$ cat src/rtl/cc_pkg.sv
package cc_pkg;

    localparam int RUNIN_BITS = 7;
    localparam int BLANK_BITS = 2;
    localparam int START_BITS = 1;
    localparam int CHAR_DATA  = 7;
    localparam int NUM_CHARS  = 2;
    localparam int CHAR_BITS  = CHAR_DATA + 1;
    localparam int DATA_BITS  = NUM_CHARS * CHAR_BITS;
    localparam int HDR_BITS   = RUNIN_BITS + BLANK_BITS + START_BITS;
    localparam int FRAME_BITS = HDR_BITS + DATA_BITS;
    localparam int BIT_IDX_W  = $clog2(FRAME_BITS + 1);
    localparam int DATA_IDX_W = $clog2(DATA_BITS);
    localparam int NUM_REGS   = 2 * NUM_CHARS;
    localparam int SEL_W      = $clog2(NUM_REGS);

    typedef enum logic [2:0] {
        ST_IDLE,
        ST_WAIT,
        ST_RUNIN,
        ST_BLANK,
        ST_START,
        ST_DATA
    } cc_state_e;

    typedef struct packed {
        logic                 par;
        logic [CHAR_DATA-1:0] data;
    } cc_word_t;

    typedef struct packed {
        cc_word_t c1;
        cc_word_t c0;
    } cc_frame_t;

    function automatic cc_word_t with_odd_parity(input logic [CHAR_DATA-1:0] d);
        cc_word_t w;
        w.data = d;
        w.par  = ~(^d);
        return w;
    endfunction

    function automatic logic is_running(input cc_state_e s);
        return (s == ST_RUNIN) || (s == ST_BLANK) || (s == ST_START) || (s == ST_DATA);
    endfunction

endpackage

$ cat src/rtl/cc_hold_regs.sv
module cc_hold_regs
    import cc_pkg::*;
(
    input  logic                 clk,
    input  logic                 rst,
    input  logic                 wr_en,
    input  logic [SEL_W-1:0]     wr_sel,
    input  logic [CHAR_DATA-1:0] wr_data,
    input  logic                 load,
    input  logic                 load_ext,
    output cc_frame_t            frame
);
    logic [CHAR_DATA-1:0] hold [NUM_REGS];

    for (genvar g = 0; g < NUM_REGS; g++) begin : g_hold
        always_ff @(posedge clk) begin
            if (rst)
                hold[g] <= '0;
            else if (wr_en && (wr_sel == SEL_W'(g)))
                hold[g] <= wr_data;
        end
    end

    always_ff @(posedge clk) begin
        if (rst) begin
            frame <= '0;
        end else if (load) begin
            if (load_ext) begin
                frame.c0 <= with_odd_parity(hold[2]);
                frame.c1 <= with_odd_parity(hold[3]);
            end else begin
                frame.c0 <= with_odd_parity(hold[0]);
                frame.c1 <= with_odd_parity(hold[1]);
            end
        end
    end
endmodule

$ cat src/rtl/cc_bit_clock.sv
module cc_bit_clock #(
    parameter int PHASE_W   = 16,
    parameter int PHASE_INC = 1222
) (
    input  logic clk,
    input  logic rst,
    input  logic run,
    output logic bit_tick,
    output logic half
);
    logic [PHASE_W-1:0] acc;
    logic [PHASE_W:0]   sum;

    assign sum      = {1'b0, acc} + (PHASE_W+1)'(PHASE_INC);
    assign bit_tick = run & sum[PHASE_W];
    assign half     = acc[PHASE_W-1];

    always_ff @(posedge clk) begin
        if (rst || !run)
            acc <= '0;
        else
            acc <= sum[PHASE_W-1:0];
    end
endmodule

$ cat src/rtl/cc_line_fsm.sv
module cc_line_fsm
    import cc_pkg::*;
#(
    parameter int RUNIN_START = 284
) (
    input  logic      clk,
    input  logic      rst,
    input  logic      start,
    input  logic      abort,
    input  logic      bit_tick,
    input  logic      half,
    input  cc_frame_t frame,
    output logic      run,
    output logic      level
);
    localparam int WAIT_W = $clog2(RUNIN_START + 1);

    cc_state_e             state;
    logic [WAIT_W-1:0]     wcnt;
    logic [BIT_IDX_W-1:0]  bitn;
    logic [DATA_IDX_W-1:0] didx;
    logic [DATA_BITS-1:0]  fbits;

    assign run   = is_running(state);
    assign fbits = frame;
    assign didx  = DATA_IDX_W'(bitn - BIT_IDX_W'(HDR_BITS));

    always_ff @(posedge clk) begin
        if (rst || abort) begin
            state <= ST_IDLE;
            wcnt  <= '0;
            bitn  <= '0;
        end else if (start) begin
            state <= ST_WAIT;
            wcnt  <= '0;
            bitn  <= '0;
        end else begin
            case (state)
                ST_WAIT: begin
                    if (wcnt == WAIT_W'(RUNIN_START - 1))
                        state <= ST_RUNIN;
                    else
                        wcnt <= wcnt + 1'b1;
                end
                ST_RUNIN, ST_BLANK, ST_START, ST_DATA: begin
                    if (bit_tick) begin
                        bitn <= bitn + 1'b1;
                        if (bitn == BIT_IDX_W'(RUNIN_BITS - 1))
                            state <= ST_BLANK;
                        else if (bitn == BIT_IDX_W'(RUNIN_BITS + BLANK_BITS - 1))
                            state <= ST_START;
                        else if (bitn == BIT_IDX_W'(HDR_BITS - 1))
                            state <= ST_DATA;
                        else if (bitn == BIT_IDX_W'(FRAME_BITS - 1))
                            state <= ST_IDLE;
                    end
                end
                default: state <= ST_IDLE;
            endcase
        end
    end

    always_comb begin
        case (state)
            ST_RUNIN: level = ~half;
            ST_START: level = 1'b1;
            ST_DATA:  level = fbits[didx];
            default:  level = 1'b0;
        endcase
    end
endmodule

$ cat src/rtl/cc_line_seq.sv
module cc_line_seq
    import cc_pkg::*;
#(
    parameter int LINE_W      = 10,
    parameter int LINE_BASIC  = 21,
    parameter int LINE_EXT    = 284,
    parameter int RUNIN_START = 284,
    parameter int PHASE_W     = 16,
    parameter int PHASE_INC   = 1222
) (
    input  logic                 clk,
    input  logic                 rst,
    input  logic                 cap_en,
    input  logic                 line_start,
    input  logic [LINE_W-1:0]    line_num,
    input  logic                 field_odd,
    input  logic                 wr_en,
    input  logic [SEL_W-1:0]     wr_sel,
    input  logic [CHAR_DATA-1:0] wr_data,
    output logic                 cc_level,
    output logic                 cc_valid,
    output logic                 pix_blank
);
    logic      is_basic, is_ext, is_cap;
    logic      start, abort;
    logic      run, bit_tick, half;
    cc_frame_t frame_q;

    assign is_basic = field_odd  && (line_num == LINE_W'(LINE_BASIC));
    assign is_ext   = !field_odd && (line_num == LINE_W'(LINE_EXT));
    assign is_cap   = cap_en && (is_basic || is_ext);
    assign start    = line_start && is_cap;
    assign abort    = !cap_en || (line_start && !is_cap);

    always_ff @(posedge clk) begin
        if (rst || !cap_en)
            pix_blank <= 1'b0;
        else if (line_start)
            pix_blank <= is_cap;
    end

    cc_hold_regs u_hold (
        .clk      (clk),
        .rst      (rst),
        .wr_en    (wr_en),
        .wr_sel   (wr_sel),
        .wr_data  (wr_data),
        .load     (start),
        .load_ext (is_ext),
        .frame    (frame_q)
    );

    cc_bit_clock #(
        .PHASE_W   (PHASE_W),
        .PHASE_INC (PHASE_INC)
    ) u_clk (
        .clk      (clk),
        .rst      (rst),
        .run      (run),
        .bit_tick (bit_tick),
        .half     (half)
    );

    cc_line_fsm #(
        .RUNIN_START (RUNIN_START)
    ) u_fsm (
        .clk      (clk),
        .rst      (rst),
        .start    (start),
        .abort    (abort),
        .bit_tick (bit_tick),
        .half     (half),
        .frame    (frame_q),
        .run      (run),
        .level    (cc_level)
    );

    assign cc_valid = run;
endmodule

$ cat config.mk
export PLATFORM = sky130hd
export DESIGN_NAME = cc_line_seq
export DESIGN_NICKNAME = d
export VERILOG_FILES = /design/src/rtl/cc_pkg.sv /design/src/rtl/cc_hold_regs.sv /design/src/rtl/cc_bit_clock.sv /design/src/rtl/cc_line_fsm.sv /design/src/rtl/cc_line_seq.sv
export SDC_FILE = /design/constraint.sdc
export NUM_CORES = 1
export LEC_CHECK = 0
export ABC_CLOCK_PERIOD_IN_PS = 2500
export BUFFER_PORTS_ARGS = -buffer_cell sky130_fd_sc_hd__buf_2
export CAP_MARGIN = 10
export CORE_MARGIN = 10
export CORE_UTILIZATION = 48
export DETAILED_ROUTE_END_ITERATION = 12
export PLACE_DENSITY = 0.67
export SYNTH_ARGS = -nofsm -noshare
export SYNTH_HDL_FRONTEND = slang
export SYNTH_SLANG_ARGS = --single-unit
$ cat constraint.sdc
create_clock -name clk -period 2.5 [get_ports clk]
set_input_delay 0 -clock clk [delete_from_list [all_inputs] [get_ports clk]]
set_output_delay 0 -clock clk [all_outputs]
set_load 0.1 [all_outputs]
==> results.tsv, run 1 <==
metric	value	unit
clk_latency	0.34	ns
place_ws	0.526	ns
timing.rr.start	u_fsm.state[1]$_SDFFE_PP0P_	
overflow	0	
vdd_drop_max	0.297	mV
relSlewSlack	58.6	%
required	2.50	ns
synthCells	368	
synth-main-ff-cell	dfxtp_1	
tightest_slew	0.613	ns
drc	0	
port_buffers	27	
grt_setup_unrepaired	no	
setup_ws	0.236	ns
synth_cell_type_count	53	
drtPass1Iterations	5	
final_hold_viol_count	0	
via_count	2666	
finalSetupViolCount	0	
diodes	0	
status	finished clean	
max_stage_delay	0.40	ns
cts_tree	built	
synth_top_cells_by_area	dfxtp_1 25%, edfxtp_1 22%, xnor2_1 5.0%	
finalCriticalPeriod	2.26	ns
fill_cells	710	
post_drt_via_cell_ratio	5.21	
dieArea	12000	um2
ys_warn_count	0	
die_h	110	um
layout.nets	440	
async_reset_ff_share	0	%
dp_hpwl	5.22	mm
die_x	110	um
fin_crit_sh	90.5	%
root_buffer	clkbuf_8	
cts-buffers-inserted	9	
skew	0.00592	ns
critPathMaxFanout	5	
drt_iter0_markers	92	
startpoint	u_fsm.bitn[2]$_SDFFE_PP0P_	
syn2layout_area_growth	13.9	%
critical_path_class	flip-flop to primary output	
initial_core_util	49.5	%
hp-start	cap_en	
crit_family	flip-flops	
yosysSeqAreaShare	47.3	%
cts_htree_levels	3	
drive_above_1_share	17.1	%
grt_pass1_wl	11.8	mm
drv_cap	0	
grt_max_degree	23	
postRouteWirelength	6.86	mm
track_usage	12.3	%
syn_avg_cell_area	10.5	um2
synth_common_cells	49 x dfxtp_1, 49 x nor2_1, 28 x and2_1, 28 x edfxtp_1, 22 x xnor2_1	
ys_ff_latch	77	
core_area	7770	um2
clk_pin_slew	0.08	ns
clockBufferDepth	2	
yosys.area.top_type	dfxtp_1	
crit_chain	inv_1 > ha_1 > xor2_1 > mux2_2 > nand2_1 > o211ai_1 > a21o_1 > buf_2	
cts_setup_buffers	0	
finish.utilization	56.4	%
power_density	578	nW/um2
antenna_found_initial	0	
crit_slowest_cell	dfxtp_1	
crit_buf_inv	2	
leakage	1.72	nW
hold_class	input pin to flip-flop	
ant_nets	0	
r2r_slack	0.50	ns
cts.sinks	77	
arrival	2.26	ns
start_kind	flip-flop	
endpoint_kind	primary output	
yosys.area.top_type_share	25.5	%
synth-edff-count	28	
ios	28	
first_global_vias	2634	
syn_nets	402	
finalMaxSlewViolations	0	
netlist_area	3850	um2
tns	0	ns
max_freq	0.442	GHz
row_count	32	
routedWlPerCell	13.4	um
place_congestion	0.799	
worst reg2reg max path, cell delays in order, from the launching register on:
cell and delay, ns:
dfxtp_1 0.37, inv_1 0.08, ha_1 0.40, nor3b_2 0.36, nand3_2 0.15, or4_1 0.48, o21ai_1 0.08
path summary, 6_finish.rpt:
check	endpoint	cells past startpoint
setup / recovery	cc_level	8
hold / removal	pix_blank$_SDFFE_PP0P_	4
setup reg to reg	u_fsm.bitn[4]$_SDFFE_PP0P_	6
hold reg to reg	pix_blank$_SDFFE_PP0P_	1
routing by layer:
layer	routed length (um)	part of all wire [%]	global-route usage (%)
met3	277	4.0	2.81
met5	0	0	0
met4	146	2.1	6.13
met2	3230	47	20.0
met1	3200	47	15.0
area by class of cell:
class / instances / area [um2] / area share [%]
Clock inverter: 3 / 41.3 / 0.942
Inverter: 13 / 48.8 / 1.11
Clock buffer: 12 / 166 / 3.80
Multi-Input combinational cell: 265 / 1920 / 43.9
Sequential cell: 77 / 1820 / 41.6
Timing Repair Buffer: 40 / 253 / 5.77
Tap cell: 102 / 128 / 2.91
sequential cells by signal, summed over array words and instances, names as in the netlist:
| register | count |
|---|---|
| u_fsm.wcnt | 9 |
| u_hold.hold | 28 |
| u_fsm.state | 3 |
| u_hold.frame | 16 |
| u_fsm.bitn | 5 |
| pix_blank | 1 |
| u_clk.acc | 15 |
cell families after synthesis:
group,after synthesis,synth area share [%]
simple gates,139,19.1
flops,77,47.3
compound gates,54,10.1
xor+xnor,40,10.5
buf+inv,26,2.67
mux,23,7.32
fa+ha+maj,9,2.93
cell usage in the layout, fill, tap and decap left out, types with 3 or more instances in the layout:
| cell | instances |
|---|---|
| mux2i_1 | 18 |
| mux4_2 | 4 |
| inv_1 | 13 |
| edfxtp_1 | 28 |
| ha_1 | 9 |
| nand2b_1 | 3 |
| a21oi_1 | 11 |
| or3_1 | 3 |
| o21ai_0 | 8 |
| nand2_1 | 20 |
| xnor3_1 | 4 |
| a211oi_1 | 14 |
| and2_1 | 28 |
| nor3_1 | 6 |
| buf_2 | 27 |
| xnor2_1 | 22 |
| nand4_1 | 7 |
| dfxtp_1 | 48 |
| clkbuf_8 | 10 |
| o211ai_1 | 5 |
| xor2_1 | 14 |
| nand3_1 | 3 |
| nor2_1 | 49 |
| buf_4 | 5 |
| a31o_2 | 4 |
| dlygate4sd3_1 | 8 |
power by group:
part / internal, W / total [W] / switching (W)
combinational: 0.000113 / 0.000201 / 0.0000879
sequential: 0.00133 / 0.00136 / 0.0000238
clock: 0.000543 / 0.000975 / 0.000432
what timing repair did:
action                                  CTS  global route
resized for setup                         0             1
endpoints found under the setup margin    0             1
hold buffers                              8             0
endpoints found under the hold margin    28             0
stage by stage:
| step | area, um2 | cells | hold WS (ns) | power, W |
|---|---|---|---|---|
| floorplan | 3850 | 368 | 0.110 | 0.00152 |
| global placement | 4090 | 489 | 0.245 | 0.00158 |
| detailed placement | 4090 | 489 | 0.264 | 0.00158 |
| CTS | 4380 | 512 | 0.0550 | 0.00256 |
| global route | 4380 | 512 | 0.0681 | 0.00264 |
| finish | 4380 | 512 | 0.0787 | 0.00253 |
Power figures use the tool's default switching activity.
==> run 2, diff against run 1 <==
- ABC_AREA: not set -> 0
- CAP_MARGIN: 10 -> not set
- CORE_UTILIZATION: 48 -> 50
- PLACE_DENSITY: 0.67 -> 0.69
==> run 2 against run 1 <==
Power down 2.8%. Clock-buffer cell count unchanged. Maximum frequency fell by 2.5%. Worst hold slack worse by 0.070 ns. Sequential share of layout area up 0.65 points. Clock power down 6.9%. Core utilization increased by 2.1 points. Setup slack got worse by 0.057 ns. Clock skew rose by 0.0040 ns. Flip-flop and latch count unchanged. Global-route usage up 0.21 points. Die area fell by 3.3%. Largest cell class unchanged. Highest routed layer unchanged.
==> results.tsv, run 2 (synthesis results as in run 1) <==
metric	value	unit	change
finish.utilization	58.5	%	+2.1 points
post_drt_via_cell_ratio	5.14		-1.3%
place_congestion	0.798		-0.13%
dieArea	11600	um2	-3.3%
ctsResizeCount	0		unchanged
die_x	108	um	-1.7%
clk_pin_slew	0.08	ns	about the same
relSlewSlack	57.8	%	-0.74 points
initial_core_util	52.2	%	+2.7 points
diodes	0		unchanged
cts_htree_levels	3		unchanged
core_area	7370	um2	-5.1%
cts_tree	built		
critPathMaxFanout	8		+3
status	finished clean		
via_count	2596		-2.6%
max_stage_delay	0.54	ns	+0.14 ns
row_count	31		-3.1%
drt_iter0_markers	82		-11%
grt_setup_unrepaired	no		
crit_slowest_cell	mux4_2		
p_switching	0.000547	W	+0.66%
hold_class	input pin to flip-flop		
layout.nets	435		-1.1%
drtPass1Iterations	4		-1
overflow	0		unchanged
dp_hpwl	5.16	mm	-1.3%
busiest_layer	met2		
ant_nets	0		unchanged
max_freq	0.431	GHz	-2.5%
final_hold_viol_count	0		unchanged
tns	0	ns	unchanged
largest_reg_flops	28		unchanged
grt_pass1_wl	11.7	mm	-0.53%
crit_chain	mux4_2 > mux2_2 > nand2_1 > o211ai_1 > a21o_1 > buf_2		
start_kind	flip-flop		
skew	0.00996	ns	+0.00404 ns
met3_usage	3.11	%	+0.31 points
first_global_vias	2609		-0.95%
finalCriticalPeriod	2.32	ns	+0.0573 ns
critical_path_class	flip-flop to primary output		
r2r_slack	0.52	ns	+0.02 ns
track_usage	12.5	%	+0.21 points
sw_frac_of_total	22.2	%	+0.76 points
die_h	108	um	-1.7%
port_buffers	27		unchanged
crit_family	multiplexers		
postRouteWirelength	6.83	mm	-0.47%
largest_register	u_hold.hold		
vdd_drop_max	0.332	mV	+12%
required	2.50	ns	about the same
fin_crit_sh	92.8	%	+2.3 points
power.share.clock	36.9	%	-1.6 points
syn2layout_area_growth	12.1	%	
drc	0		unchanged
final_cell_area	4310	um2	-1.6%
antenna_found_initial	0		unchanged
post_dp_cell_area	4080	um2	-0.46%
gr-usage-met2	20.5	%	+0.54 points
finalMaxSlewViolations	0		unchanged
crit_buf_inv	1		-1
leakage	1.68	nW	-2.0%
cts.sinks	77		unchanged
power_density	571	nW/um2	-1.2%
arrival	2.32	ns	+0.06 ns
cts-buffers-inserted	9		unchanged
endpoint_kind	primary output		
grt_max_degree	32		+39%
power_frac_seq	55.1	%	+1.5 points
clockBufferDepth	2		unchanged
final_cell_mix	49 x nor2_1, 49 x dfxtp_1, 28 x and2_1, 28 x edfxtp_1, 27 x buf_2		
grtUsageMet1	15.0	%	+0.025 points
finalSetupViolCount	0		unchanged
root_buffer	clkbuf_8		
power.internal	0.00192	W	-3.7%
ios	28		unchanged
combPwrFrac	8.1	%	+0.2 points
clk_latency	0.34	ns	about the same
cts_setup_buffers	0		unchanged
drive_above_1_share	16.5	%	-0.57 points
top_regs	u_hold.hold x28, u_hold.frame x16, u_clk.acc x15		
drv_cap	0		unchanged
routedWlPerCell	13.5	um	+0.91%
tightest_slew	0.631	ns	+0.0176 ns
-- run 2: repair_timing --
item	4_1_cts	5_1_grt
hold endpoints to repair	9	0
hold buffers	5	0
setup endpoints to repair	0	0
-- run 2: stage by stage --
| step | hold WS [ns] | std cells | power [W] | worst slack, ns |
|---|---|---|---|---|
| 2_1_floorplan | 0.110 | 368 | 0.00152 | 0.366 |
| 3_3_place_gp | 0.265 | 484 | 0.00158 | 0.567 |
| 3_5_place_dp | 0.268 | 484 | 0.00158 | 0.529 |
| 4_1_cts | 0.000103 | 505 | 0.00249 | 0.151 |
| 5_1_grt | 0.00671 | 505 | 0.00257 | 0.0249 |
| 6_report | 0.00874 | 505 | 0.00246 | 0.179 |
-- run 2: path summary, 6_finish.rpt --
check                                    from                         endpoint  cells past startpoint
hold / removal                     wr_data[0]  u_hold.hold[0][0]$_SDFFCE_PN0P_                      2
hold reg to reg        pix_blank$_SDFFE_PP0P_           pix_blank$_SDFFE_PP0P_                      1
setup / recovery   u_fsm.bitn[0]$_SDFFE_PP0P_                         cc_level                      6
setup reg to reg  u_fsm.state[1]$_SDFFE_PP0P_       u_fsm.bitn[4]$_SDFFE_PP0P_                      6
-- run 2: area by class of cell --
class                           count  area, um2
Fill cell                         670       3060
Multi-Input combinational cell    265       1920
Sequential cell                    77       1820
Timing Repair Buffer               35        208
Clock buffer                       12        139
Tap cell                           99        124
Clock inverter                      4       48.8
Inverter                           13       48.8
-- run 2: routing by layer --
layer | part of all wire, % | vias to the layer above
met5 | 0 | -
met4 | 1.4 | 0
met3 | 3.9 | 8
met2 | 48 | 36
met1 | 47 | 1192
li1 | - | 1360
-- run 2: power groups by stage --
stage,clock [W],combinational (W),sequential (W)
2_1_floorplan,0,0.000140,0.00138
3_3_place_gp,0,0.000191,0.00139
3_5_place_dp,0,0.000195,0.00139
4_1_cts,0.000932,0.000201,0.00136
5_1_grt,0.000995,0.000218,0.00136
6_report,0.000908,0.000198,0.00136
==> run 3, diff against run 2 <==
- ABC_AREA: 0 -> 1
==> run 3 against run 2 <==
Synthesized area rose by 7.8%. Cell count up 39%. Global-route usage rose by 1.1 points. Sequential power about the same. Design area up 6.6%. Critical endpoint unchanged. First-iteration DRC count rose by 85%. Core utilization fell by 2.0 points. Routed wire length up 24%. Critical path depth grew 3. Die area rose by 6.3%. Largest cell class unchanged. Flip-flop and latch count did not move.
==> results.tsv, run 3 <==
metric	value	unit	change
yosysSeqAreaShare	43.9	%	-3.4 points
drive_above_1_share	12.8	%	-3.8 points
ant_nets	0		unchanged
yosysMostFrequentCell	nand2_1		
row_count	33		+6.5%
async_reset_ff_share	0	%	unchanged
relSlewSlack	67.5	%	+9.7 points
root_buffer	clkbuf_8		
initial_core_util	51.0	%	-1.2 points
grt_max_degree	24		-25%
synth_common_cells	123 x nand2_1, 94 x nor2_1, 52 x inv_1, 49 x dfxtp_1, 40 x nand3_1		
syn2layout_area_growth	10.8	%	
grt_setup_unrepaired	no		
finalCriticalPeriod	2.20	ns	-0.126 ns
clk_pin_slew	0.08	ns	about the same
synth_top_cells_by_area	dfxtp_1 24%, edfxtp_1 20%, nand2_1 11%		
ys_warn_count	0		unchanged
track_usage	13.6	%	+1.1 points
clockBufferDepth	2		unchanged
yosys.area.top_type	dfxtp_1		
fin_crit_sh	87.8	%	-5.0 points
layout.nets	625		+44%
final_cell_mix	123 x nand2_1, 94 x nor2_1, 52 x inv_1, 49 x dfxtp_1, 40 x nand3_1		
drc	0		unchanged
arrival	2.20	ns	-0.12 ns
via_count	3499		+35%
tightest_slew	0.491	ns	-0.140 ns
drtPass1Iterations	4		unchanged
ys_ff_latch	77		unchanged
netlist_area	4150	um2	+7.8%
critical_path_class	flip-flop to primary output		
largest_register	u_hold.hold		
hold_slack	0.0211	ns	+0.0123 ns
yosys.area.top_type_share	23.7	%	-1.8 points
clk_latency	0.35	ns	about the same
hold_class	input pin to flip-flop		
post_drt_via_cell_ratio	4.99		-2.9%
diodes	0		unchanged
synth-main-ff-cell	dfxtp_1		
max_freq	0.456	GHz	+5.7%
final_cell_area	4600	um2	+6.6%
syn_nets	592		+47%
cts_tree	built		
final_hold_viol_count	0		unchanged
endpoint_kind	primary output		
drt_iter0_markers	152		+85%
cts.sinks	77		unchanged
cts_htree_levels	3		unchanged
status	finished clean		
power_density	544	nW/um2	-4.8%
required	2.50	ns	about the same
largest_reg_flops	28		unchanged
core_area	8130	um2	+10%
synth-edff-count	28		unchanged
finish.utilization	56.5	%	-2.0 points
first_global_vias	3356		+29%
skew	0.0132	ns	+0.00324 ns
cts_setup_buffers	0		unchanged
ios	28		unchanged
overflow	0		unchanged
syn_avg_cell_area	7.43	um2	-29%
die_h	111	um	+3.1%
final_common_cell	nand2_1		
grt_pass1_wl	14.6	mm	+25%
postRouteWirelength	8.46	mm	+24%
dieArea	12300	um2	+6.3%
routedWlPerCell	12.1	um	-11%
finalMaxSlewViolations	0		unchanged
dp_hpwl	6.40	mm	+24%
drv_cap	0		unchanged
leakage	2.02	nW	+20%
post_dp_cell_area	4370	um2	+7.3%
vdd_drop_max	0.383	mV	+15%
die_x	111	um	+3.1%
top_regs	u_hold.hold x28, u_hold.frame x16, u_clk.acc x15		
synth_cell_type_count	36		-32%
cts-buffers-inserted	9		unchanged
finalSetupViolCount	0		unchanged
tns	0	ns	unchanged
antenna_found_initial	0		unchanged
start_kind	flip-flop		
critPathMaxFanout	9		+1
place_congestion	0.916		+15%
port_buffers	27		unchanged
synthCells	558		+52%
run 3: layout make-up:
cell class	count	area, um2
multi-input cells	405	2020
flip-flops and latches	77	1820
fillers	786	3540
inverters	66	248
repair buffers	32	183
clock inverters	6	61.3
clock buffers	10	129
well taps	105	131
run 3: critical path, cell delays in order (launching register included):
cell and delay (ns):
dfxtp_1 0.48, inv_1 0.19, ha_1 0.36, inv_1 0.07
o211ai_1 0.10, nand3_1 0.13, nand3_1 0.10, nand2_1 0.05
nand2_1 0.05, clkbuf_4 0.32
run 3: repair_timing:
action | 4_1_cts | 5_1_grt
resized for setup | 0 | 1
endpoints found under the setup margin | 0 | 1
hold buffers | 3 | 0
hold endpoints to repair | 3 | 0
run 3: routing by layer:
layer / vias up / part of all wire, % / track usage [%]
li1: 1880 / - / -
met1: 1561 / 47 / 15.7
met2: 48 / 48 / 24.1
met3: 10 / 3.1 / 3.63
met4: 0 / 1.5 / 4.03
met5: - / 0 / 0
run 3: where the power goes:
part / switching (W) / internal, W
Clock: 0.000474 / 0.000465
Sequential: 0.0000270 / 0.00133
Combinational: 0.000121 / 0.0000797
run 3: cells by family after synthesis:
logic type,share of synthesized area (%)
adder cells (fa/ha/maj),2.71
AO/OA/AOI/OAI,10.3
AND/OR/NAND/NOR,31.1
flip-flops,43.9
buffers and inverters,7.30
XOR/XNOR,4.65
run 3: per-stage QoR:
step           std cells  worst slack, ns  power, W
2_1_floorplan        558            0.649   0.00153
3_3_place_gp         682            0.681   0.00158
3_5_place_dp         682            0.582   0.00159
4_1_cts              701            0.192   0.00252
5_1_grt              701           0.0806   0.00260
6_report             701            0.305   0.00250
run 3: path summary, 6_finish.rpt:
| kind | startpoint | to | slack (ns) | cells after the start |
|---|---|---|---|---|
| min | wr_data[0] | u_hold.hold[2][0]$_SDFFCE_PN0P_ | 0.02 | 3 |
| max reg2reg | u_fsm.bitn[0]$_SDFFE_PP0P_ | u_fsm.state[0]$_SDFFE_PP0P_ | 0.55 | 13 |
| max | u_fsm.bitn[1]$_SDFFE_PP0P_ | cc_level | 0.30 | 9 |
| min reg2reg | u_clk.acc[1]$_SDFF_PP0_ | u_clk.acc[1]$_SDFF_PP0_ | 0.44 | 1 |
